===== config.mk =====
export PLATFORM = sky130hd
export DESIGN_NAME = vpage_xlat
export DESIGN_NICKNAME = d
export VERILOG_FILES = /design/src/rtl/xlat_pkg.sv /design/src/rtl/xlat_array.sv /design/src/rtl/xlat_match.sv /design/src/rtl/xlat_plru.sv /design/src/rtl/vpage_xlat.sv
export SDC_FILE = /design/constraint.sdc
export NUM_CORES = 2
export LEC_CHECK = 0
export BUFFER_PORTS_ARGS = -buffer_cell sky130_fd_sc_hd__clkbuf_2
export CORE_MARGIN = 2
export CORE_UTILIZATION = 57
export CTS_CLUSTER_DIAMETER = 60
export DETAILED_ROUTE_END_ITERATION = 8
export PLACE_DENSITY = 0.76
export RECOVER_POWER = 25
export SYNTH_ARGS = -nofsm -noshare
export SYNTH_HDL_FRONTEND = slang
export SYNTH_SLANG_ARGS = --single-unit

===== constraint.sdc =====
create_clock -name clk -period 5.4 [get_ports clk]
set_clock_uncertainty 0.15 [all_clocks]
set_input_delay 0.27 -clock clk [delete_from_list [all_inputs] [get_ports clk]]
set_output_delay 0.27 -clock clk [all_outputs]
set_load 0.01 [all_outputs]

===== src/rtl/xlat_pkg.sv =====
package xlat_pkg;
  localparam int OFS_W = 12;

  typedef enum logic [1:0] {
    FSRC_MATCH = 2'd0,
    FSRC_FREE  = 2'd1,
    FSRC_PLRU  = 2'd2
  } fill_src_e;
endpackage


===== src/rtl/xlat_array.sv =====
module xlat_array #(
  parameter int SETS  = 16,
  parameter int WAYS  = 4,
  parameter int TAG_W = 16,
  parameter int PPN_W = 20,
  localparam int IDX_W = $clog2(SETS),
  localparam int WAY_W = $clog2(WAYS)
) (
  input  logic             clk,
  input  logic             rst_n,
  input  logic [IDX_W-1:0] rd_set,
  output logic [WAYS-1:0]  rd_valid,
  output logic [TAG_W-1:0] rd_tag [WAYS],
  output logic [PPN_W-1:0] rd_ppn [WAYS],
  input  logic [IDX_W-1:0] fl_set,
  output logic [WAYS-1:0]  fl_valid,
  output logic [TAG_W-1:0] fl_tag [WAYS],
  input  logic             wr_en,
  input  logic [WAY_W-1:0] wr_way,
  input  logic [TAG_W-1:0] wr_tag,
  input  logic [PPN_W-1:0] wr_ppn,
  input  logic             inv_all
);
  logic [WAYS-1:0]  vld [SETS];
  logic [TAG_W-1:0] tag [SETS][WAYS];
  logic [PPN_W-1:0] ppn [SETS][WAYS];

  genvar w;
  generate
    for (w = 0; w < WAYS; w++) begin : g_way
      assign rd_tag[w] = tag[rd_set][w];
      assign rd_ppn[w] = ppn[rd_set][w];
      assign fl_tag[w] = tag[fl_set][w];
    end
  endgenerate

  assign rd_valid = vld[rd_set];
  assign fl_valid = vld[fl_set];

  always_ff @(posedge clk) begin
    if (!rst_n || inv_all) begin
      for (int s = 0; s < SETS; s++) vld[s] <= '0;
    end else if (wr_en) begin
      vld[fl_set][wr_way] <= 1'b1;
    end
  end

  always_ff @(posedge clk) begin
    if (wr_en && !inv_all) begin
      tag[fl_set][wr_way] <= wr_tag;
      ppn[fl_set][wr_way] <= wr_ppn;
    end
  end
endmodule


===== src/rtl/xlat_match.sv =====
module xlat_match #(
  parameter int WAYS  = 4,
  parameter int TAG_W = 16,
  localparam int WAY_W = $clog2(WAYS)
) (
  input  logic [WAYS-1:0]  valid,
  input  logic [TAG_W-1:0] tags [WAYS],
  input  logic [TAG_W-1:0] key,
  output logic             hit,
  output logic [WAY_W-1:0] hit_idx
);
  logic [WAYS-1:0] eq;

  genvar w;
  generate
    for (w = 0; w < WAYS; w++) begin : g_cmp
      assign eq[w] = valid[w] && (tags[w] == key);
    end
  endgenerate

  always_comb begin
    hit     = |eq;
    hit_idx = '0;
    for (int i = WAYS - 1; i >= 0; i--)
      if (eq[i]) hit_idx = WAY_W'(i);
  end
endmodule


===== src/rtl/xlat_plru.sv =====
module xlat_plru #(
  parameter int SETS = 16,
  parameter int WAYS = 4,
  localparam int IDX_W = $clog2(SETS),
  localparam int WAY_W = $clog2(WAYS),
  localparam int T_W   = WAYS - 1
) (
  input  logic             clk,
  input  logic             rst_n,
  input  logic             hit_en,
  input  logic [IDX_W-1:0] hit_set,
  input  logic [WAY_W-1:0] hit_way,
  input  logic             fill_en,
  input  logic [IDX_W-1:0] fill_set,
  input  logic [WAY_W-1:0] fill_way,
  output logic [WAY_W-1:0] victim
);
  logic [T_W-1:0] st [SETS];

  function automatic logic [T_W-1:0] touch(input logic [T_W-1:0] t,
                                           input logic [WAY_W-1:0] w);
    int node;
    logic b;
    touch = t;
    node  = 0;
    for (int l = 0; l < WAY_W; l++) begin
      b           = w[WAY_W-1-l];
      touch[node] = ~b;
      node        = 2 * node + 1 + int'(b);
    end
  endfunction

  function automatic logic [WAY_W-1:0] pick(input logic [T_W-1:0] t);
    int node;
    node = 0;
    for (int l = 0; l < WAY_W; l++)
      node = 2 * node + 1 + int'(t[node]);
    pick = WAY_W'(node - T_W);
  endfunction

  assign victim = pick(st[fill_set]);

  always_ff @(posedge clk) begin
    if (!rst_n) begin
      for (int s = 0; s < SETS; s++) st[s] <= '0;
    end else begin
      for (int s = 0; s < SETS; s++) begin
        if (fill_en && fill_set == IDX_W'(s))
          st[s] <= touch(st[s], fill_way);
        else if (hit_en && hit_set == IDX_W'(s))
          st[s] <= touch(st[s], hit_way);
      end
    end
  end
endmodule


===== src/rtl/vpage_xlat.sv =====
module vpage_xlat #(
  parameter int VA_W = 32,
  parameter int PA_W = 32,
  parameter int SETS = 16,
  parameter int WAYS = 4,
  localparam int VPN_W = VA_W - xlat_pkg::OFS_W,
  localparam int PPN_W = PA_W - xlat_pkg::OFS_W,
  localparam int IDX_W = $clog2(SETS),
  localparam int TAG_W = VPN_W - IDX_W,
  localparam int WAY_W = $clog2(WAYS)
) (
  input  logic             clk,
  input  logic             rst_n,
  input  logic             lk_valid,
  input  logic [VA_W-1:0]  lk_vaddr,
  output logic             lk_hit,
  output logic             lk_abort,
  output logic             lk_fwd,
  output logic [PA_W-1:0]  lk_paddr,
  input  logic             fill_valid,
  input  logic [VPN_W-1:0] fill_vpn,
  input  logic [PPN_W-1:0] fill_ppn,
  input  logic             inv_all
);
  import xlat_pkg::*;

  logic [VPN_W-1:0] lk_vpn;
  logic [IDX_W-1:0] lk_set, fl_set;
  logic [TAG_W-1:0] lk_tag, fl_tag_in;

  assign lk_vpn    = lk_vaddr[VA_W-1:OFS_W];
  assign lk_set    = lk_vpn[IDX_W-1:0];
  assign lk_tag    = lk_vpn[VPN_W-1:IDX_W];
  assign fl_set    = fill_vpn[IDX_W-1:0];
  assign fl_tag_in = fill_vpn[VPN_W-1:IDX_W];

  logic [WAYS-1:0]  rd_valid, fl_valid;
  logic [TAG_W-1:0] rd_tag [WAYS];
  logic [TAG_W-1:0] fl_tag [WAYS];
  logic [PPN_W-1:0] rd_ppn [WAYS];
  logic             do_fill;
  logic [WAY_W-1:0] fill_way;

  assign do_fill = fill_valid && !inv_all;

  xlat_array #(.SETS(SETS), .WAYS(WAYS), .TAG_W(TAG_W), .PPN_W(PPN_W)) u_array (
    .clk(clk), .rst_n(rst_n),
    .rd_set(lk_set), .rd_valid(rd_valid), .rd_tag(rd_tag), .rd_ppn(rd_ppn),
    .fl_set(fl_set), .fl_valid(fl_valid), .fl_tag(fl_tag),
    .wr_en(do_fill), .wr_way(fill_way), .wr_tag(fl_tag_in), .wr_ppn(fill_ppn),
    .inv_all(inv_all)
  );

  // lookup side
  logic             arr_hit;
  logic [WAY_W-1:0] arr_way;

  xlat_match #(.WAYS(WAYS), .TAG_W(TAG_W)) u_lk_match (
    .valid(rd_valid), .tags(rd_tag), .key(lk_tag),
    .hit(arr_hit), .hit_idx(arr_way)
  );

  logic             fwd_ev, hit_ev, hit_touch;
  logic [PPN_W-1:0] out_ppn;

  assign fwd_ev    = lk_valid && fill_valid && (fill_vpn == lk_vpn);
  assign hit_ev    = lk_valid && (arr_hit || fwd_ev);
  assign out_ppn   = fwd_ev ? fill_ppn : rd_ppn[arr_way];
  assign hit_touch = lk_valid && arr_hit && !(do_fill && fl_set == lk_set);

  assign lk_hit   = hit_ev;
  assign lk_fwd   = fwd_ev;
  assign lk_abort = lk_valid && !hit_ev;
  assign lk_paddr = hit_ev ? {out_ppn, lk_vaddr[OFS_W-1:0]} : '0;

  // fill side: reuse, then free, then pseudo-LRU victim
  logic             fl_match;
  logic [WAY_W-1:0] fl_match_way, free_way, plru_way;
  logic             has_free;
  fill_src_e        fill_src;

  xlat_match #(.WAYS(WAYS), .TAG_W(TAG_W)) u_fl_match (
    .valid(fl_valid), .tags(fl_tag), .key(fl_tag_in),
    .hit(fl_match), .hit_idx(fl_match_way)
  );

  always_comb begin
    has_free = 1'b0;
    free_way = '0;
    for (int i = WAYS - 1; i >= 0; i--) begin
      if (!fl_valid[i]) begin
        has_free = 1'b1;
        free_way = WAY_W'(i);
      end
    end
  end

  always_comb begin
    if (fl_match)      fill_src = FSRC_MATCH;
    else if (has_free) fill_src = FSRC_FREE;
    else               fill_src = FSRC_PLRU;
    case (fill_src)
      FSRC_MATCH: fill_way = fl_match_way;
      FSRC_FREE:  fill_way = free_way;
      default:    fill_way = plru_way;
    endcase
  end

  xlat_plru #(.SETS(SETS), .WAYS(WAYS)) u_plru (
    .clk(clk), .rst_n(rst_n),
    .hit_en(hit_touch), .hit_set(lk_set), .hit_way(arr_way),
    .fill_en(do_fill), .fill_set(fl_set), .fill_way(fill_way),
    .victim(plru_way)
  );
endmodule


# Word level (Yosys, flattened, before mapping)
# Memories as Yosys holds them, arrays and structs flattened.
# Index checks and enable logic that the tools add are counted.
# classes
addsub,6
n_mul,0
div_mod_pow,0
n_lt_le_gt_ge,10
n_eq_ne,41
shifts,0
muxes,225
bitwise,38
reduce_logical,65
# ops
op,count
$eq A16 B16 Y1,8
$mux W1,127
$bwmux W3,32
$mux W3,32
$mux W20,4
$mux W80,1
$eq A4 B4 Y1 const B,16
$ge A32 B1 Y1 const B,2
$lt A32 B4 Y1 const B,2
$mux W64,1
$logic_and A1 B1 Y1,53
$bmux W20 S2,1
$demux W20 S2,1
$demux W16 S2,1
$eq A4 B3 Y1 const B,8
$mux W32,1
$or A1 B1 Y1,32
$mux W2,14
$eq A20 B20 Y1,1
$eq A4 B2 Y1 const B,4
$mux W16,1
$mux W4,4
$reduce_or A4 Y1,3
$eq A4 B1 Y1 const B,2
19 further kinds,34
# totals
ff_bits,0
latchBits,0
mem_bits_rw,2416
rom_bits,0
in_bits,77
output_inout_bits,35
wordCells,389
mem_count,4
# memory_table
name,words,word_bits,read_ports,rd_ports_with_merged_regs,wr,line_no,source
u_array.ppn,16,80,1,0,1,xlat_array.sv:26,logic [PPN_W-1:0] ppn [SETS][WAYS];
u_array.tag,16,64,2,0,1,xlat_array.sv:25,logic [TAG_W-1:0] tag [SETS][WAYS];
u_array.vld,16,4,2,0,16,xlat_array.sv:24,logic [WAYS-1:0] vld [SETS];
u_plru.st,16,3,17,0,16,xlat_plru.sv:18,logic [T_W-1:0] st [SETS];

# Longest topological paths before layout
# An unclocked memory read counts as a cell.
# logic_depth
depth_word,17
depth_mapped,18
mapped_depth_nobuf,10

# By module
# From an unflattened synthesis, not the netlist that was laid out.
# unflattened
cells_unflattened,5387
hier_area_um2,103942.2
# by_module_without_submodules
mod,instances,cells_each,area_each_um2,seq_area_each_um2
xlat_array,1,4720,97678.7,70467.6
xlat_plru,1,318,3290.7,1441.4
xlat_match,2,95,793.3,0.0
vpage_xlat,1,159,1386.3,0.0

# Least setup slack after synthesis
# No wires, ideal clock.
# synth_path
path_type,input port to flip-flop
startpoint,in fill_vpn[0]
endpoint,mem u_array.ppn[5][20] (netlist bit) (enable)
setup_time_ns,0.429
arrival_ns,4.986
t_required_ns,4.821
setup_slack_ns,-0.166
stages,14
path_buffers,6
cell_sequence,buf_4 buf_2 buf_2 buf_2 mux4_2 mux2i_1 xor2_1 a41oi_1 o41ai_1 o21a_1 nand2_1 buf_2 buf_2 nor2_1
# synth_via
elab_chain_cells,15
elab_cells_between_ends,43
cone_classes,add/sub: 4; order compare: 2; eq/ne: 5; mux: 21; bitwise: 1; reduce/logical: 7; memory: 3
# synth_lines
element,line_no,source
start: declaration,vpage_xlat.sv:21,"input logic [VPN_W-1:0] fill_vpn,"
"parallel branches: the longest is 15 deep, another holds $mem_v2 Z16 W3",n/a,
end: declaration,xlat_array.sv:26,
# Several ways; the timed one is not identified. The select of a mux whose other input is x is not followed.

# Worst setup path after layout
# layout_path
startpoint,in fill_vpn[4]
endpoint,out lk_paddr[21]
# layout_via
elab_chain_cells,5
elab_cells_between_ends,6
cone_classes,eq/ne: 1; mux: 2; reduce/logical: 3
# layout_lines
element,line_no,source
$eq A20 B20 Y1 (*),vpage_xlat.sv:66,assign fwd_ev = lk_valid && fill_valid && (fill_vpn == lk_vpn);
$logic_and A1 B1 Y1 (*),vpage_xlat.sv:66,
$logic_or A1 B1 Y1,vpage_xlat.sv:67,assign hit_ev = lk_valid && (arr_hit || fwd_ev);
$logic_and A1 B1 Y1,vpage_xlat.sv:67,
$mux W32 (*),vpage_xlat.sv:74,"assign lk_paddr = hit_ev ? {out_ppn, lk_vaddr[OFS_W-1:0]} : '0;"
end: declaration,vpage_xlat.sv:19,"output logic [PA_W-1:0] lk_paddr,"
# Mark *: on every way between the ends. The rest lies on a longest branch, timed or not.

==> reports/metrics.yaml <==
grt_pass1_wl_um: 531900
synth_mux_area_share_pct: 21.70
cts.path.max_buffers: 3
cpLargestDelayFamily: "buffers and inverters"
drive_above_1_share_pct: 32.04
clockPowerShare_pct: 42.1
worst_skew_pair.late_latency_ns: 0.94
p_comb_share_pct: 8.0
critPathBufInv: 5
placement.io_buffers: 111
ys_seq_area_share_pct: 66.55
synth-xor-area-share_pct: 1.289
layout.nets: 6572
reg2reg_from: "u_array.tag[15][45]"
setup_viol: 20
relSlewSlack_pct: -117.3
crit_arrival_ns: 5.41
via_per_inst: 7.530
place_area_um2: 117400
ctsHtreeMaxLevel: 4
syn_inst: 5821
place_ws_ns: -0.2247
ys.flop_type: "edfxtp_1"
die_h_um: 439.4
synth-simple-area-share_pct: 3.400
syn_avg_cell_area_um2: 18.56
fin_crit_sh_pct: 108.0
synth_area_leaders: "edfxtp_1 65%, mux4_2 17%, mux2i_1 4.3%"
final_common_cell: "edfxtp_1"
pwr-share-seq_pct: 49.9
clock_sinks: 2416
layout_common_cells: "2,352 x edfxtp_1, 808 x mux4_2, 486 x buf_4"
finalCriticalPeriod_ns: 5.832
drv_cap: 17
wl_met1_um: 126100
antenna_left: 0
wl_um: 388300
track_usage_pct: 39.96
synthDistinctLibCells: 97
critical_path.max_fanout: 24
cts.clk_slew.worst_paths_ns: 0.06
path_cells: "dlygate4sd3_1 -> clkbuf_1 -> buf_4 -> xnor2_1 -> nand4_1 -> nor4_2 -> nor2b_1 -> o21ai_4 -> buf_4 -> o41ai_4 -> clkbuf_2"
holdPathStages: 4
io-pin-count: 112
cp_slowest_cell: "clkbuf_1"
start_kind: "input pin"
intPower_mw: 31.59
synth-compound-area-share_pct: 4.815
cts-root-buf: "clkbuf_16"
antenna_found_initial: 17
cpMostUsedCell: "buf_4"
endpoint_kind: "primary output"
place.gp.congestion: 1.052
holdWs_ns: 0.05291
cts_tree: "yes"
dieArea_um2: 193100
synth_nets: 5898
max_stage_delay_ns: 1.27
utilization_pct: 67.30
route.detailed.drc: 0
drtPass1Iterations: 7
ys_seq_elements: 2416
rsz0062_at_grt: "yes"
reg2reg_depth: 11
irDropWorstVdd_mv: 0.3565
instances_no_fill: 9214
synth_edf_count: 2352
synth_area_leader_cell: "edfxtp_1"
fmax_ghz: 0.1715
highest-signal-layer: "met5"
violations: "max-capacitance violations, max-slew violations, negative setup slack"
die_w_um: 439.4
worstMarginPinSlew_ns: 3.259
worst-setup-path-type: "input pin to primary output"
grt-ovfl-total: 0
hp-class: "input pin to flop"
routedWlPerCell_um: 42.14
grt_pass1_vias: 67250
setup_ws_ns: -0.4316
switchingPower_mw: 9.849
power_density_nw_per_um2: 327.5
synthAdderAreaFrac_pct: 0
syn_area_um2: 108100
hp-start: "fill_vpn[1]"
slew_violations: 906
yosysWarnings: 0
synth_top_family_by_area: "multiplexers"
routed-wl-met2_um: 176700
num_rows: 159
r2r_setup_slack_ns: 0.63
status: "finished with violations"
r2r_end: "u_array.tag[7][41]"
cts_made_buffers: 239
hold_path_end: "u_plru.st[0][0]"
required_ns: 4.98
fin_area_um2: 126500
grt_max_degree: 145
power_leakage_nw: 41.74
post-place-cells: 8693
core_area_um2: 188000
synthToLayoutAreaGrowth_pct: 17.09
synth_top_area_share_pct: 65.36
synthArstFlopShare_pct: 0
vias: 69380
wl_met3_um: 51620
final_hold_viol_count: 0
start_util_pct: 57.48
place_hpwl_um: 240300
drt-initial-drc-count: 12610
switching_share_pct: 23.77
[logic make-up (layout without fill, tap and decap cells)]
logic type             Yosys count  count (layout)
AO/OA/AOI/OAI                  706             706
AND/OR/NAND/NOR                763             763
buffers and inverters          451            1338
multiplexers                  1326            1326
XOR/XNOR                       159             159
flip-flops                    2416            2416
other                            0              11
[worst reg2reg max path: stages (launching register included)]
cell	delay, ns
edfxtp_1	0.43
mux4_2	0.54
a2bb2oi_1	0.19
mux2i_1	0.20
a211oi_1	0.61
a31oi_1	0.15
or4_1	0.58
a211oi_1	0.46
a41oi_4	0.10
buf_12	0.21
nor2_4	0.53
buf_4	0.28
[area by class of cell]
type	count	area (um2)
timing repair buffer	842	8433
tap	2495	3122
sequential	2416	71910
multi-input combinational	2954	34750
clock buffer	292	6264
clock inverter	162	1848
inverter	42	167.7
antenna	11	27.53
fill	11750	61480
[cells in the mapped netlist (all sizes together), types with 26 or more instances]
cell type / count
inv: 34
nand2: 240
edfxtp: 2352
mux4: 808
mux2i: 467
buf: 253
a221oi: 40
o21ai: 122
and2: 27
o211ai: 26
or3: 52
o22ai: 32
dfxtp: 64
a22o: 32
a21oi: 96
mux2: 51
o41ai: 28
nand3: 65
clkbuf: 156
a22oi: 121
nor2: 187
xnor2: 134
nor3: 54
[power by group through the flow]
stage | sequential (mW) | clock [mW] | combinational, mW
2_1_floorplan | 21.1 | 0 | 1.76
3_3_place_gp | 21.1 | 0 | 3.06
3_5_place_dp | 21.1 | 0 | 3.09
4_1_cts | 20.7 | 17.3 | 3.17
5_1_grt | 20.7 | 18.1 | 3.34
6_report | 20.7 | 17.5 | 3.30
[how the worst max path moves through the flow]
stage               slack [ns]                 from            endpoint  depth (start not counted)
floorplan                -0.17          fill_vpn[0]  u_array.ppn[5][20]                         14
global placement         -0.22         lk_vaddr[15]        lk_paddr[27]                         18
detailed placement       -0.22         lk_vaddr[15]        lk_paddr[27]                         18
CTS                      -0.05  u_array.tag[10][51]        lk_paddr[23]                         14
global route             -0.30  u_array.tag[10][49]        lk_paddr[19]                         14
finish                   -0.43          fill_vpn[4]        lk_paddr[21]                         11
[registers in the layout, indices dropped and copies added (netlist names)]
register     cells
u_array.tag   1024
u_plru.st       48
u_array.ppn   1280
u_array.vld     64
[per-stage QoR]
step | setup TNS [ns] | power, mW
floorplan | -59.12 | 22.81
detailed placement | -0.8899 | 24.16
finish | -6.241 | 41.43
global route | -3.801 | 42.12
CTS | -0.2961 | 41.18
global placement | -0.6208 | 24.12
[metal layers]
metal  track usage, %  vias up
li1                 -    25790
met4            26.74        6
met5                0        -
met1            51.60    35200
met3            9.989     1473
met2            60.55     6914
[timing repair]
item | CTS | global route
gates cloned | 1 | 1
setup endpoints to repair | 33 | 20
hold endpoints to repair | 1480 | 8
hold buffers | 35 | 1
pin swaps | 10 | 24
gates resized for setup | 49 | 57
buffers inserted | 16 | 14
Power figures use the tool's default switching activity.
